File: src/rtl/vof_pkg.sv
package vof_pkg;

    localparam int BYTE_W   = 8;
    localparam int WORD_B   = 4;
    localparam int WORD_W   = BYTE_W * WORD_B;
    localparam logic [7:0] FILL_BYTE = 8'h10;

    typedef enum logic [1:0] {
        FMT_422  = 2'd0,
        FMT_411  = 2'd1,
        FMT_Y    = 2'd2,
        FMT_YRAW = 2'd3
    } fmt_e;

    typedef enum logic [1:0] {
        S_ACCEPT = 2'd0,
        S_FLUSH  = 2'd1,
        S_TRAIL  = 2'd2
    } pk_state_e;

    // one FIFO entry: data bytes (byte 0 leaves first) plus sideband
    typedef struct packed {
        logic              sol;     // byte 0 opens a line
        logic              eol;     // last valid byte closes a line
        logic [1:0]        cnt_m1;  // valid bytes minus one
        logic [WORD_W-1:0] data;
    } fword_t;

    function automatic logic [7:0] status_byte(input logic f, input logic v, input logic h);
        return {1'b1, f, v, h, v ^ h, f ^ h, f ^ v, f ^ v ^ h};
    endfunction

    function automatic logic [7:0] protect_byte(input logic [7:0] b, input logic en);
        logic [7:0] r;
        r = b;
        if (en && b == 8'h00) r = 8'h01;
        if (en && b == 8'hFF) r = 8'hFE;
        return r;
    endfunction

endpackage

File: src/rtl/vof_fifo.sv
module vof_fifo #(
    parameter int WIDTH = 36,
    parameter int DEPTH = 32
) (
    input  logic             clk,
    input  logic             rst_n,
    input  logic             push,
    input  logic [WIDTH-1:0] wdata,
    input  logic             pop,
    output logic [WIDTH-1:0] rdata,
    output logic             empty,
    output logic             has_room
);

    localparam int AW = (DEPTH > 1) ? $clog2(DEPTH) : 1;
    localparam int CW = $clog2(DEPTH + 1);
    localparam logic [AW-1:0] LAST = AW'(DEPTH - 1);
    localparam logic [CW-1:0] FULL = CW'(DEPTH);

    logic [WIDTH-1:0] mem [DEPTH];
    logic [AW-1:0]    wptr_q, rptr_q;
    logic [CW-1:0]    count_q;

    assign empty    = (count_q == '0);
    assign has_room = (count_q != FULL);
    assign rdata    = mem[rptr_q];

    always_ff @(posedge clk) begin
        if (push) mem[wptr_q] <= wdata;
    end

    always_ff @(posedge clk) begin
        if (!rst_n) begin
            wptr_q  <= '0;
            rptr_q  <= '0;
            count_q <= '0;
        end else begin
            if (push) wptr_q <= (wptr_q == LAST) ? '0 : wptr_q + 1'b1;
            if (pop)  rptr_q <= (rptr_q == LAST) ? '0 : rptr_q + 1'b1;
            unique case ({push, pop})
                2'b10:   count_q <= count_q + 1'b1;
                2'b01:   count_q <= count_q - 1'b1;
                default: count_q <= count_q;
            endcase
        end
    end

    AST_NO_OVERFLOW: assert property (@(posedge clk) disable iff (!rst_n)
        push |-> (count_q != FULL));
    AST_NO_UNDERFLOW: assert property (@(posedge clk) disable iff (!rst_n)
        pop |-> (count_q != '0));

endmodule

File: src/rtl/vof_pack.sv
module vof_pack
    import vof_pkg::*;
(
    input  logic       clk,
    input  logic       rst_n,
    input  logic [1:0] cfg_fmt,
    input  logic       cfg_wide,
    input  logic       cfg_embed,
    input  logic       in_valid,
    output logic       in_req,
    input  logic [7:0] in_y,
    input  logic [7:0] in_c,
    input  logic       in_sol,
    input  logic       in_eol,
    input  logic       in_field,
    input  logic       in_vblank,
    input  logic       fifo_room,
    output logic       wr_en,
    output fword_t     wr_word
);

    pk_state_e        state_q, state_d;
    logic [3:0][7:0]  acc_q, acc_d;
    logic [2:0]       cnt_q, cnt_d;
    logic             sol_q, sol_d;
    logic [1:0]       phase_q, phase_d;
    logic             fld_q, fld_d, vbl_q, vbl_d;

    logic             take;
    logic [1:0]       phase;
    logic [7:0]       yb, cb, b0, b1;
    logic [2:0]       nb, sum;
    logic [4:0][7:0]  tmp;
    logic [3:0][7:0]  padw;
    logic [2:0]       fcnt;
    logic             sol_now;
    fmt_e             fmt;

    assign fmt    = fmt_e'(cfg_fmt);
    assign in_req = (state_q == S_ACCEPT) && fifo_room;
    assign take   = in_req && in_valid;
    assign phase  = in_sol ? 2'd0 : phase_q;
    assign yb     = protect_byte(in_y, cfg_embed);
    assign cb     = protect_byte(in_c, cfg_embed);

    // bytes contributed by the current pixel
    always_comb begin
        b0 = yb;
        b1 = yb;
        nb = 3'd1;
        unique case (fmt)
            FMT_422: begin
                b0 = cb;
                nb = 3'd2;
            end
            FMT_411: begin
                if (!phase[0]) begin
                    b0 = cb;
                    nb = 3'd2;
                end
            end
            default: nb = 3'd1;
        endcase
    end

    // merge new bytes behind the held ones
    always_comb begin
        tmp = {8'h00, acc_q};
        tmp[cnt_q] = b0;
        if (nb == 3'd2) tmp[3'(cnt_q + 3'd1)] = b1;
        sum = cnt_q + nb;
    end

    // partial word at line end, padded to a byte pair in wide mode
    always_comb begin
        padw = acc_q;
        fcnt = cnt_q;
        if (cfg_wide && cnt_q[0]) begin
            padw[cnt_q[1:0]] = FILL_BYTE;
            fcnt = cnt_q + 3'd1;
        end
    end

    always_ff @(posedge clk) begin
        if (!rst_n) begin
            state_q <= S_ACCEPT;
            acc_q   <= '0;
            cnt_q   <= '0;
            sol_q   <= 1'b0;
            phase_q <= '0;
            fld_q   <= 1'b0;
            vbl_q   <= 1'b0;
        end else begin
            state_q <= state_d;
            acc_q   <= acc_d;
            cnt_q   <= cnt_d;
            sol_q   <= sol_d;
            phase_q <= phase_d;
            fld_q   <= fld_d;
            vbl_q   <= vbl_d;
        end
    end

    always_comb begin
        state_d = state_q;
        acc_d   = acc_q;
        cnt_d   = cnt_q;
        sol_d   = sol_q;
        phase_d = phase_q;
        fld_d   = fld_q;
        vbl_d   = vbl_q;
        wr_en   = 1'b0;
        wr_word = '0;
        sol_now = sol_q | in_sol;
        unique case (state_q)
            S_ACCEPT: begin
                if (take) begin
                    phase_d = phase + 2'd1;
                    if (in_sol) begin
                        fld_d = in_field;
                        vbl_d = in_vblank;
                    end
                    if (sum >= 3'd4) begin
                        wr_en          = 1'b1;
                        wr_word.sol    = sol_now;
                        wr_word.eol    = in_eol && (sum == 3'd4);
                        wr_word.cnt_m1 = 2'd3;
                        wr_word.data   = tmp[3:0];
                        acc_d          = {24'h0, tmp[4]};
                        cnt_d          = sum - 3'd4;
                        sol_d          = 1'b0;
                    end else begin
                        acc_d = tmp[3:0];
                        cnt_d = sum;
                        sol_d = sol_now;
                    end
                    if (cfg_embed && in_sol) begin
                        wr_en          = 1'b1;
                        wr_word.sol    = 1'b0;
                        wr_word.eol    = 1'b0;
                        wr_word.cnt_m1 = 2'd3;
                        wr_word.data   = {status_byte(in_field, in_vblank, 1'b0), 8'h00, 8'h00, 8'hFF};
                    end
                    if (in_eol) state_d = S_FLUSH;
                end
            end
            S_FLUSH: begin
                if (cnt_q == 3'd0) begin
                    state_d = cfg_embed ? S_TRAIL : S_ACCEPT;
                end else if (fifo_room) begin
                    wr_en          = 1'b1;
                    wr_word.sol    = sol_q;
                    wr_word.eol    = 1'b1;
                    wr_word.cnt_m1 = 2'(fcnt - 3'd1);
                    wr_word.data   = padw;
                    acc_d          = '0;
                    cnt_d          = '0;
                    sol_d          = 1'b0;
                    state_d        = cfg_embed ? S_TRAIL : S_ACCEPT;
                end
            end
            S_TRAIL: begin
                if (fifo_room) begin
                    wr_en          = 1'b1;
                    wr_word.cnt_m1 = 2'd3;
                    wr_word.data   = {status_byte(fld_q, vbl_q, 1'b1), 8'h00, 8'h00, 8'hFF};
                    state_d        = S_ACCEPT;
                end
            end
            default: state_d = S_ACCEPT;
        endcase
    end

    AST_TRAIL_AFTER_EMPTY: assert property (@(posedge clk) disable iff (!rst_n)
        (state_q == S_TRAIL) |-> (cnt_q == 3'd0));
    AST_FLUSH_LEAVES: assert property (@(posedge clk) disable iff (!rst_n)
        (state_q == S_FLUSH && cnt_q == 3'd0) |=> (state_q != S_FLUSH));
    AST_NO_REQ_WHEN_BUSY: assert property (@(posedge clk) disable iff (!rst_n)
        (state_q != S_ACCEPT) |-> !take);

endmodule

File: src/rtl/vof_unpack.sv
module vof_unpack
    import vof_pkg::*;
(
    input  logic        clk,
    input  logic        rst_n,
    input  logic        cfg_wide,
    input  logic        cfg_embed,
    input  logic        empty,
    input  fword_t      head,
    output logic        pop,
    input  logic        out_en,
    output logic        out_valid,
    output logic [15:0] out_data,
    output logic        out_sol,
    output logic        out_eol
);

    logic [1:0]      ptr_q;
    logic [3:0][7:0] hb;
    logic [7:0]      byte_a, byte_b;
    logic [2:0]      cnt, step, next_ptr;
    logic            last, fire;

    assign hb        = head.data;
    assign byte_a    = hb[ptr_q];
    assign byte_b    = hb[2'(ptr_q + 2'd1)];
    assign cnt       = {1'b0, head.cnt_m1} + 3'd1;
    assign step      = cfg_wide ? 3'd2 : 3'd1;
    assign next_ptr  = {1'b0, ptr_q} + step;
    assign last      = (next_ptr >= cnt);
    assign out_valid = !empty;
    assign fire      = out_valid && out_en;
    assign pop       = fire && last;
    assign out_data  = cfg_wide ? {byte_a, byte_b} : {8'h00, byte_a};
    assign out_sol   = out_valid && !cfg_embed && head.sol && (ptr_q == 2'd0);
    assign out_eol   = out_valid && !cfg_embed && head.eol && last;

    always_ff @(posedge clk) begin
        if (!rst_n) begin
            ptr_q <= '0;
        end else if (fire) begin
            ptr_q <= last ? 2'd0 : next_ptr[1:0];
        end
    end

    AST_HOLD_WHEN_IDLE: assert property (@(posedge clk) disable iff (!rst_n)
        (out_valid && !out_en) |=> (out_valid && $stable(out_data)));
    AST_WIDE_PAIRS: assert property (@(posedge clk) disable iff (!rst_n)
        (out_valid && cfg_wide) |-> (head.cnt_m1[0] && !ptr_q[0]));

endmodule

File: src/rtl/video_out_formatter.sv
module video_out_formatter
    import vof_pkg::*;
#(
    parameter int PIX_CAP = 64
) (
    input  logic        clk,
    input  logic        rst_n,
    input  logic [1:0]  cfg_fmt,
    input  logic        cfg_wide,
    input  logic        cfg_embed,
    input  logic        in_valid,
    output logic        in_req,
    input  logic [7:0]  in_y,
    input  logic [7:0]  in_c,
    input  logic        in_sol,
    input  logic        in_eol,
    input  logic        in_field,
    input  logic        in_vblank,
    input  logic        out_en,
    output logic        out_valid,
    output logic [15:0] out_data,
    output logic        out_sol,
    output logic        out_eol
);

    // 4:2:2 needs two bytes per pixel
    localparam int FIFO_WORDS = (PIX_CAP * 2) / WORD_B;
    localparam int ENTRY_W    = $bits(fword_t);

    logic   wr_en, rd_pop, f_empty, f_room;
    fword_t wr_word, head;
    logic [ENTRY_W-1:0] head_bits;

    assign head = fword_t'(head_bits);

    vof_pack u_pack (
        .clk       (clk),
        .rst_n     (rst_n),
        .cfg_fmt   (cfg_fmt),
        .cfg_wide  (cfg_wide),
        .cfg_embed (cfg_embed),
        .in_valid  (in_valid),
        .in_req    (in_req),
        .in_y      (in_y),
        .in_c      (in_c),
        .in_sol    (in_sol),
        .in_eol    (in_eol),
        .in_field  (in_field),
        .in_vblank (in_vblank),
        .fifo_room (f_room),
        .wr_en     (wr_en),
        .wr_word   (wr_word)
    );

    vof_fifo #(
        .WIDTH (ENTRY_W),
        .DEPTH (FIFO_WORDS)
    ) u_fifo (
        .clk      (clk),
        .rst_n    (rst_n),
        .push     (wr_en),
        .wdata    (wr_word),
        .pop      (rd_pop),
        .rdata    (head_bits),
        .empty    (f_empty),
        .has_room (f_room)
    );

    vof_unpack u_unpack (
        .clk       (clk),
        .rst_n     (rst_n),
        .cfg_wide  (cfg_wide),
        .cfg_embed (cfg_embed),
        .empty     (f_empty),
        .head      (head),
        .pop       (rd_pop),
        .out_en    (out_en),
        .out_valid (out_valid),
        .out_data  (out_data),
        .out_sol   (out_sol),
        .out_eol   (out_eol)
    );

    AST_PIN_STROBES_QUIET: assert property (@(posedge clk) disable iff (!rst_n)
        cfg_embed |-> (!out_sol && !out_eol));

endmodule

File: config.mk
export PLATFORM = sky130hd
export DESIGN_NAME = video_out_formatter
export DESIGN_NICKNAME = d
export VERILOG_FILES = /design/src/rtl/vof_pkg.sv /design/src/rtl/vof_fifo.sv /design/src/rtl/vof_pack.sv /design/src/rtl/vof_unpack.sv /design/src/rtl/video_out_formatter.sv
export SDC_FILE = /design/constraint.sdc
export NUM_CORES = 1
export LEC_CHECK = 0
export BUFFER_PORTS_ARGS = -buffer_cell sky130_fd_sc_hd__buf_2
export CORE_AREA = 2 2 290 292
export DETAILED_ROUTE_END_ITERATION = 16
export DIE_AREA = 0 0 292 294
export HOLD_SLACK_MARGIN = 0.08
export PLACE_DENSITY_LB_ADDON = 0.05
export SYNTH_ARGS = -nofsm -noshare
export SYNTH_HDL_FRONTEND = slang
export SYNTH_SLANG_ARGS = --single-unit
File: constraint.sdc
create_clock -name clk -period 8.7 [get_ports clk]
set_clock_uncertainty 0.2 [all_clocks]
set_input_delay 2.61 -clock clk [delete_from_list [all_inputs] [get_ports clk]]
set_output_delay 2.61 -clock clk [all_outputs]
set_load 0.05 [all_outputs]
; ---- Word-level counts from Yosys, hierarchy flattened
; Memories as Yosys holds them, arrays and structs flattened. A register that Yosys moved wholly into a read port is not among the register bits.
; Cells that the tools add are included.
[totals]
latchBits = 0
n_memories = 1
ramBits = 1152
inputBits = 28
word_cells = 168
rom_bits = 0
reg_bits = 60
[memory_table]
columns = name, depth, width, read_ports, rd_clocked_by_memory_dff, wr, line_no
row1 = u_fifo.mem, 32, 36, 1, 1, 1, vof_fifo.sv:20  ; logic [WIDTH-1:0] mem [DEPTH];
[classes]
magnitude_cmp = 10
n_mux = 70
shifts = 0
n_addsub = 12
n_div = 0
eq_ne = 18
n_reduce_logical = 34
bitwise = 9
multipliers = 0
[ops]
columns = operator, n
row1 = $mux 36, 5
row2 = $mux 32, 5
row3 = $pmux 34 s3, 1
row4 = $bwmux 40, 2
row5 = $mux 8, 10
row6 = $pmux 32 s2, 1
row7 = $demux 8 s3, 2
row8 = $mux 40, 1
row9 = $mux 34, 1
row10 = $bmux 8 s2, 2
row11 = $and 28x28->28, 1
row12 = $not 28->28, 1
row13 = $mux 2, 11
row14 = $mux 5, 4
row15 = $logic_and 1x1->1, 19
row16 = $demux 8 s2, 1
row17 = $eq 8x8->1 const B, 2
row18 = $logic_not 8->1, 2
row19 = $mux 16, 1
row20 = $pmux 8 s2, 1
row21 = $mux 3, 4
row22 = $pmux 3 s2, 2
row23 = $pmux 6 s2, 1
row24 = $mux 1, 11
row25 = other kinds (41), 62

; ---- Longest topological paths before layout
[depth]
ltp_word = 13
ltp_mapped = 27
depth_no_buf = 21

; ---- Hierarchy
; From an unflattened synthesis, not the netlist that was laid out.
[unflattened]
cells_unflattened = 2785
hier_area_um2 = 49185.9
[modules_own_cells]
columns = module, seq_area_each_um2, cells_per_inst, area_each_um2, instances
row1 = vof_fifo, 35013.6, 2287, 45243.4, 1
row2 = vof_pack, 820.8, 401, 3103.0, 1
row3 = vof_unpack, 40.0, 97, 839.6, 1

; ---- Worst setup path before layout
; Ideal clock, no wire load.
[synth_timing]
kind = input to output
start = input port cfg_wide
end = output port out_eol
t_arrival_ns = 6.452
required_ns = 5.890
slack_ns = -0.562
stages = 8
path_cell_list = clkbuf_1 inv_1 ha_1 fa_1 ha_1 a21o_1 a21oi_1 a2111oi_0
[synth_between]
elab_chain_cells = 4
[synth_lines]
columns = item, line_no
row1 = from (decl), video_out_formatter.sv:9  ; input logic cfg_wide,
row2 = $mux 2, vof_unpack.sv:28  ; assign step = cfg_wide ? 3'd2 : 3'd1;
row3 = $add 2x3->3, vof_unpack.sv:29  ; assign next_ptr = {1'b0, ptr_q} + step;
row4 = $ge 3x3->1, vof_unpack.sv:30  ; assign last = (next_ptr >= cnt);
row5 = $logic_and 1x1->1, vof_unpack.sv:36  ; assign out_eol = out_valid && !cfg_embed && head.eol && last;
row6 = to (decl), video_out_formatter.sv:23  ; output logic out_eol
; Every way passes these cells.

; ---- Worst setup path in the final report
; Ends and elaborated chain as after synthesis.

==> results.py <==
metrics = {
    "run_status": {
        "status": "complete, no violations",
    },
    "synth": {
        "synth_most_common_cell": "edfxtp_1",
        "synth_warnings": 0,
        "async_flop_share_pct": 0,
        "synthCells": 2707,
        "synth_area_leaders": "edfxtp_1 70%, mux4_2 12%, dfxtp_1 2.6%, mux2i_1 1.5%, o21ai_0 1.2%",
        "synth_common_cells": "1,152 x edfxtp_1, 264 x mux4_2, 144 x nor2_1",
        "syn_nets": 2758,
        "synthFlopType": "edfxtp_1",
        "synthDominantAreaCellType": "edfxtp_1",
        "netlist_area_um2": 49400,
        "synth_seq_cells": 1216,
        "synth_edf_count": 1152,
        "yosysTopAreaCellShare_pct": 70.0,
        "syn_area_per_cell_um2": 18.3,
        "ys_seq_area_share_pct": 72.6,
        "synth.distinct_cells": 73,
    },
    "timing": {
        "report.final.slew_viol_count": 0,
        "fmax_mhz": 131,
        "setup_violations": 0,
        "worst_pin_slew_ps": 1330,
        "rsz0062_at_grt": "no",
        "min_period_ps": 7640,
        "slew_headroom_pct": 11.6,
        "holdWs_ps": 308,
        "fin_crit_sh_pct": 87.8,
        "finalSetupTns_ps": 0,
        "final_hold_viol_count": 0,
    },
    "drt": {
        "avgRoutedWirePerCell_um": 32.8,
        "drtIter0Drc": 3697,
        "viasPerCell": 6.80,
        "vias": 27400,
        "dr.pass1.iters": 6,
        "drc": 0,
        "final_antenna_net_count": 0,
        "drt_wl_total_um": 132000,
    },
    "final_layout": {
        "design_area_um2": 55500,
        "n_antenna_cell": 0,
        "area_delta_synth_final_pct": 12.2,
        "drive_gt1_share_pct": 22.8,
        "final_core_util_pct": 66.9,
        "fin_nets": 2895,
    },
    "flow_run": {
        "max-cap-violations": 0,
    },
    "clock_tree": {
        "cts_root_buf": "clkbuf_16",
        "insertion_delay_ps": 700,
        "cts_tree": "done",
        "htree_levels": 3,
        "clkTransAtPathRegs_ps": 70,
        "postCtsSetupRepairBufs": 0,
        "cts_made_buffers": 118,
        "cts_sinks": 1216,
        "holdBufCountCts": 0,
        "cts_resized": 0,
        "cts_buffer_depth": 3,
    },
    "critical_path": {
        "arrival_ps": 4830,
        "crit_buf_inv": 3,
        "path_delay_family": "adder cells",
        "ff2ff_path_depth": 22,
        "crit_type": "in -> out",
        "startpoint_type": "input port",
        "slowest_stage": "a21oi_1",
        "path_cells": "buf_2 -> inv_1 -> ha_1 -> fa_1 -> ha_1 -> a21o_1 -> a21oi_1 -> a2111oi_1 -> buf_2",
        "rrSetupSlack_ps": 2680,
        "crit_fanout": 4,
        "r2r-end": "u_fifo.count_q[4]$_SDFFE_PN0P_",
        "cp.required_ps": 5890,
        "crit_path_max_incr_delay_ps": 500,
        "endpoint_kind": "output port",
    },
    "grt": {
        "grt_max_degree": 63,
        "antenna_found_initial": 5,
        "overflow": 0,
        "grt_pass1_vias": 26700,
        "track_usage_pct": 31.3,
        "grt_pass1_wl_um": 191000,
    },
    "min_path": {
        "whs_path_depth": 2,
        "hold_start": "u_fifo.rptr_q[4]$_SDFFE_PN0N_",
        "hold_path.class": "reg -> reg",
    },
    "floorplanning": {
        "coreArea_um2": 82900,
        "start_util_pct": 59.6,
        "dieArea_um2": 85800,
        "num_io_pins": 48,
        "rows": 106,
        "die_w_um": 292,
        "die_height_um": 294,
    },
    "pwr": {
        "ir_drop_v": 0.000191,
        "p_seq_share_pct": 49.9,
        "switchingPower_mw": 3.12,
        "clkPwrFrac_pct": 39.6,
        "internal-power_mw": 9.88,
        "power_frac_comb_pct": 10.5,
        "netSwitchingFraction_pct": 24.0,
        "power.total_mw": 13.0,
        "p_leak_nw": 17.7,
        "p_per_area_nw_per_um2": 234,
    },
    "placement": {
        "hpwl_um": 85400,
        "dpl_cell_area_um2": 51500,
        "io_buffers": 47,
        "routabilityCongestion": 0.945,
    },
}
==> power by group through the flow <==
stage,Sequential [mW],Combinational [mW],Clock (mW)
after floorplan,6.57,0.962,0
after global placement,6.61,1.35,0
after detailed placement,6.61,1.36,0
after CTS,6.49,1.36,5.20
after global routing,6.49,1.45,5.44
final,6.49,1.36,5.14
==> per-stage QoR <==
step	setup slack (ps)	std cells
global placement	1110	3804
CTS	1080	4024
detailed placement	1090	3804
global route	943	4024
floorplan	111	2707
finish	1060	4024
==> tightest hold or removal path: stages (launching register included) <==
cell	delay (ps)
dfxtp_1	320
nand2_1	50
a21boi_0	90
==> flip-flops by register name, indices dropped and copies added (netlist names), 2 cells and up, named ones only <==
name and cells:
u_pack.acc_q 32, u_pack.cnt_q 3, u_fifo.wptr_q 5, u_fifo.rptr_q 5
u_unpack.ptr_q 2, u_fifo.count_q 6, u_pack.state_q 2, u_fifo.mem 1152
==> layout make-up <==
| cell class | instances | area (µm²) |
|---|---|---|
| clock buffer | 166 | 3320 |
| inverter | 33 | 124 |
| timing repair buffer | 164 | 1210 |
| clock inverter | 54 | 629 |
| multi-input combinational | 1311 | 12900 |
| sequential | 1216 | 35900 |
| fill | 5494 | 27400 |
| tap | 1080 | 1350 |
==> how the worst max path moves through the flow <==
| stage | from | end | slack, ps | cells after the start |
|---|---|---|---|---|
| after floorplan | cfg_wide | out_eol | 110 | 8 |
| after global placement | cfg_wide | out_eol | 1110 | 9 |
| after detailed placement | cfg_wide | out_eol | 1090 | 9 |
| after CTS | flip-flop | out_eol | 1080 | 12 |
| after global routing | flip-flop | out_eol | 940 | 12 |
| final | cfg_wide | out_eol | 1060 | 9 |
==> logic make-up (layout without fill, tap and decap cells) <==
| logic type | count (synthesis) | count (layout) | share of synthesized area (%) |
|---|---|---|---|
| DFF | 1216 | 1216 | 72.6 |
| AOI/OAI and AO/OA | 496 | 496 | 6.90 |
| and+or+nand+nor | 440 | 440 | 4.16 |
| adders and majority gates | 23 | 23 | 0.613 |
| buffers and inverters | 180 | 417 | 1.93 |
| xor gates and xnor gates | 11 | 11 | 0.210 |
| muxes | 341 | 341 | 13.6 |
==> layout by cell type (no fill, tap or decap), types with 12 or more instances in the layout <==
master and instances:
mux4_2 264, a22oi_1 74, a21oi_1 48, clkinv_2 17
edfxtp_1 1152, mux2i_1 76, inv_1 28, nand3_1 26
o221ai_1 21, a222oi_1 24, clkbuf_1 34, nor3_1 25
nand2_1 136, o21ai_0 110, nor2b_1 17, o21a_1 19
a221o_1 12, clkinv_1 18, a31oi_1 12, nand2b_1 12
a2bb2oi_1 16, o211ai_1 25, nor2_4 34, o21ai_1 33
ha_1 21, a221oi_1 14, nor2_1 110, buf_2 47
a22o_1 12, and2_1 37, buf_4 109, clkbuf_16 122
o22ai_1 13, dfxtp_1 60
==> metal layers <==
layer	up-vias	GRT usage, %	part of all wire, %
met4	4	7.52	2.1
li1	11400	-	-
met1	14400	45.4	40
met2	1379	50.7	49
met3	188	5.05	8.8
met5	-	0	0.025
Note: power is estimated with default switching activity, not from simulation.
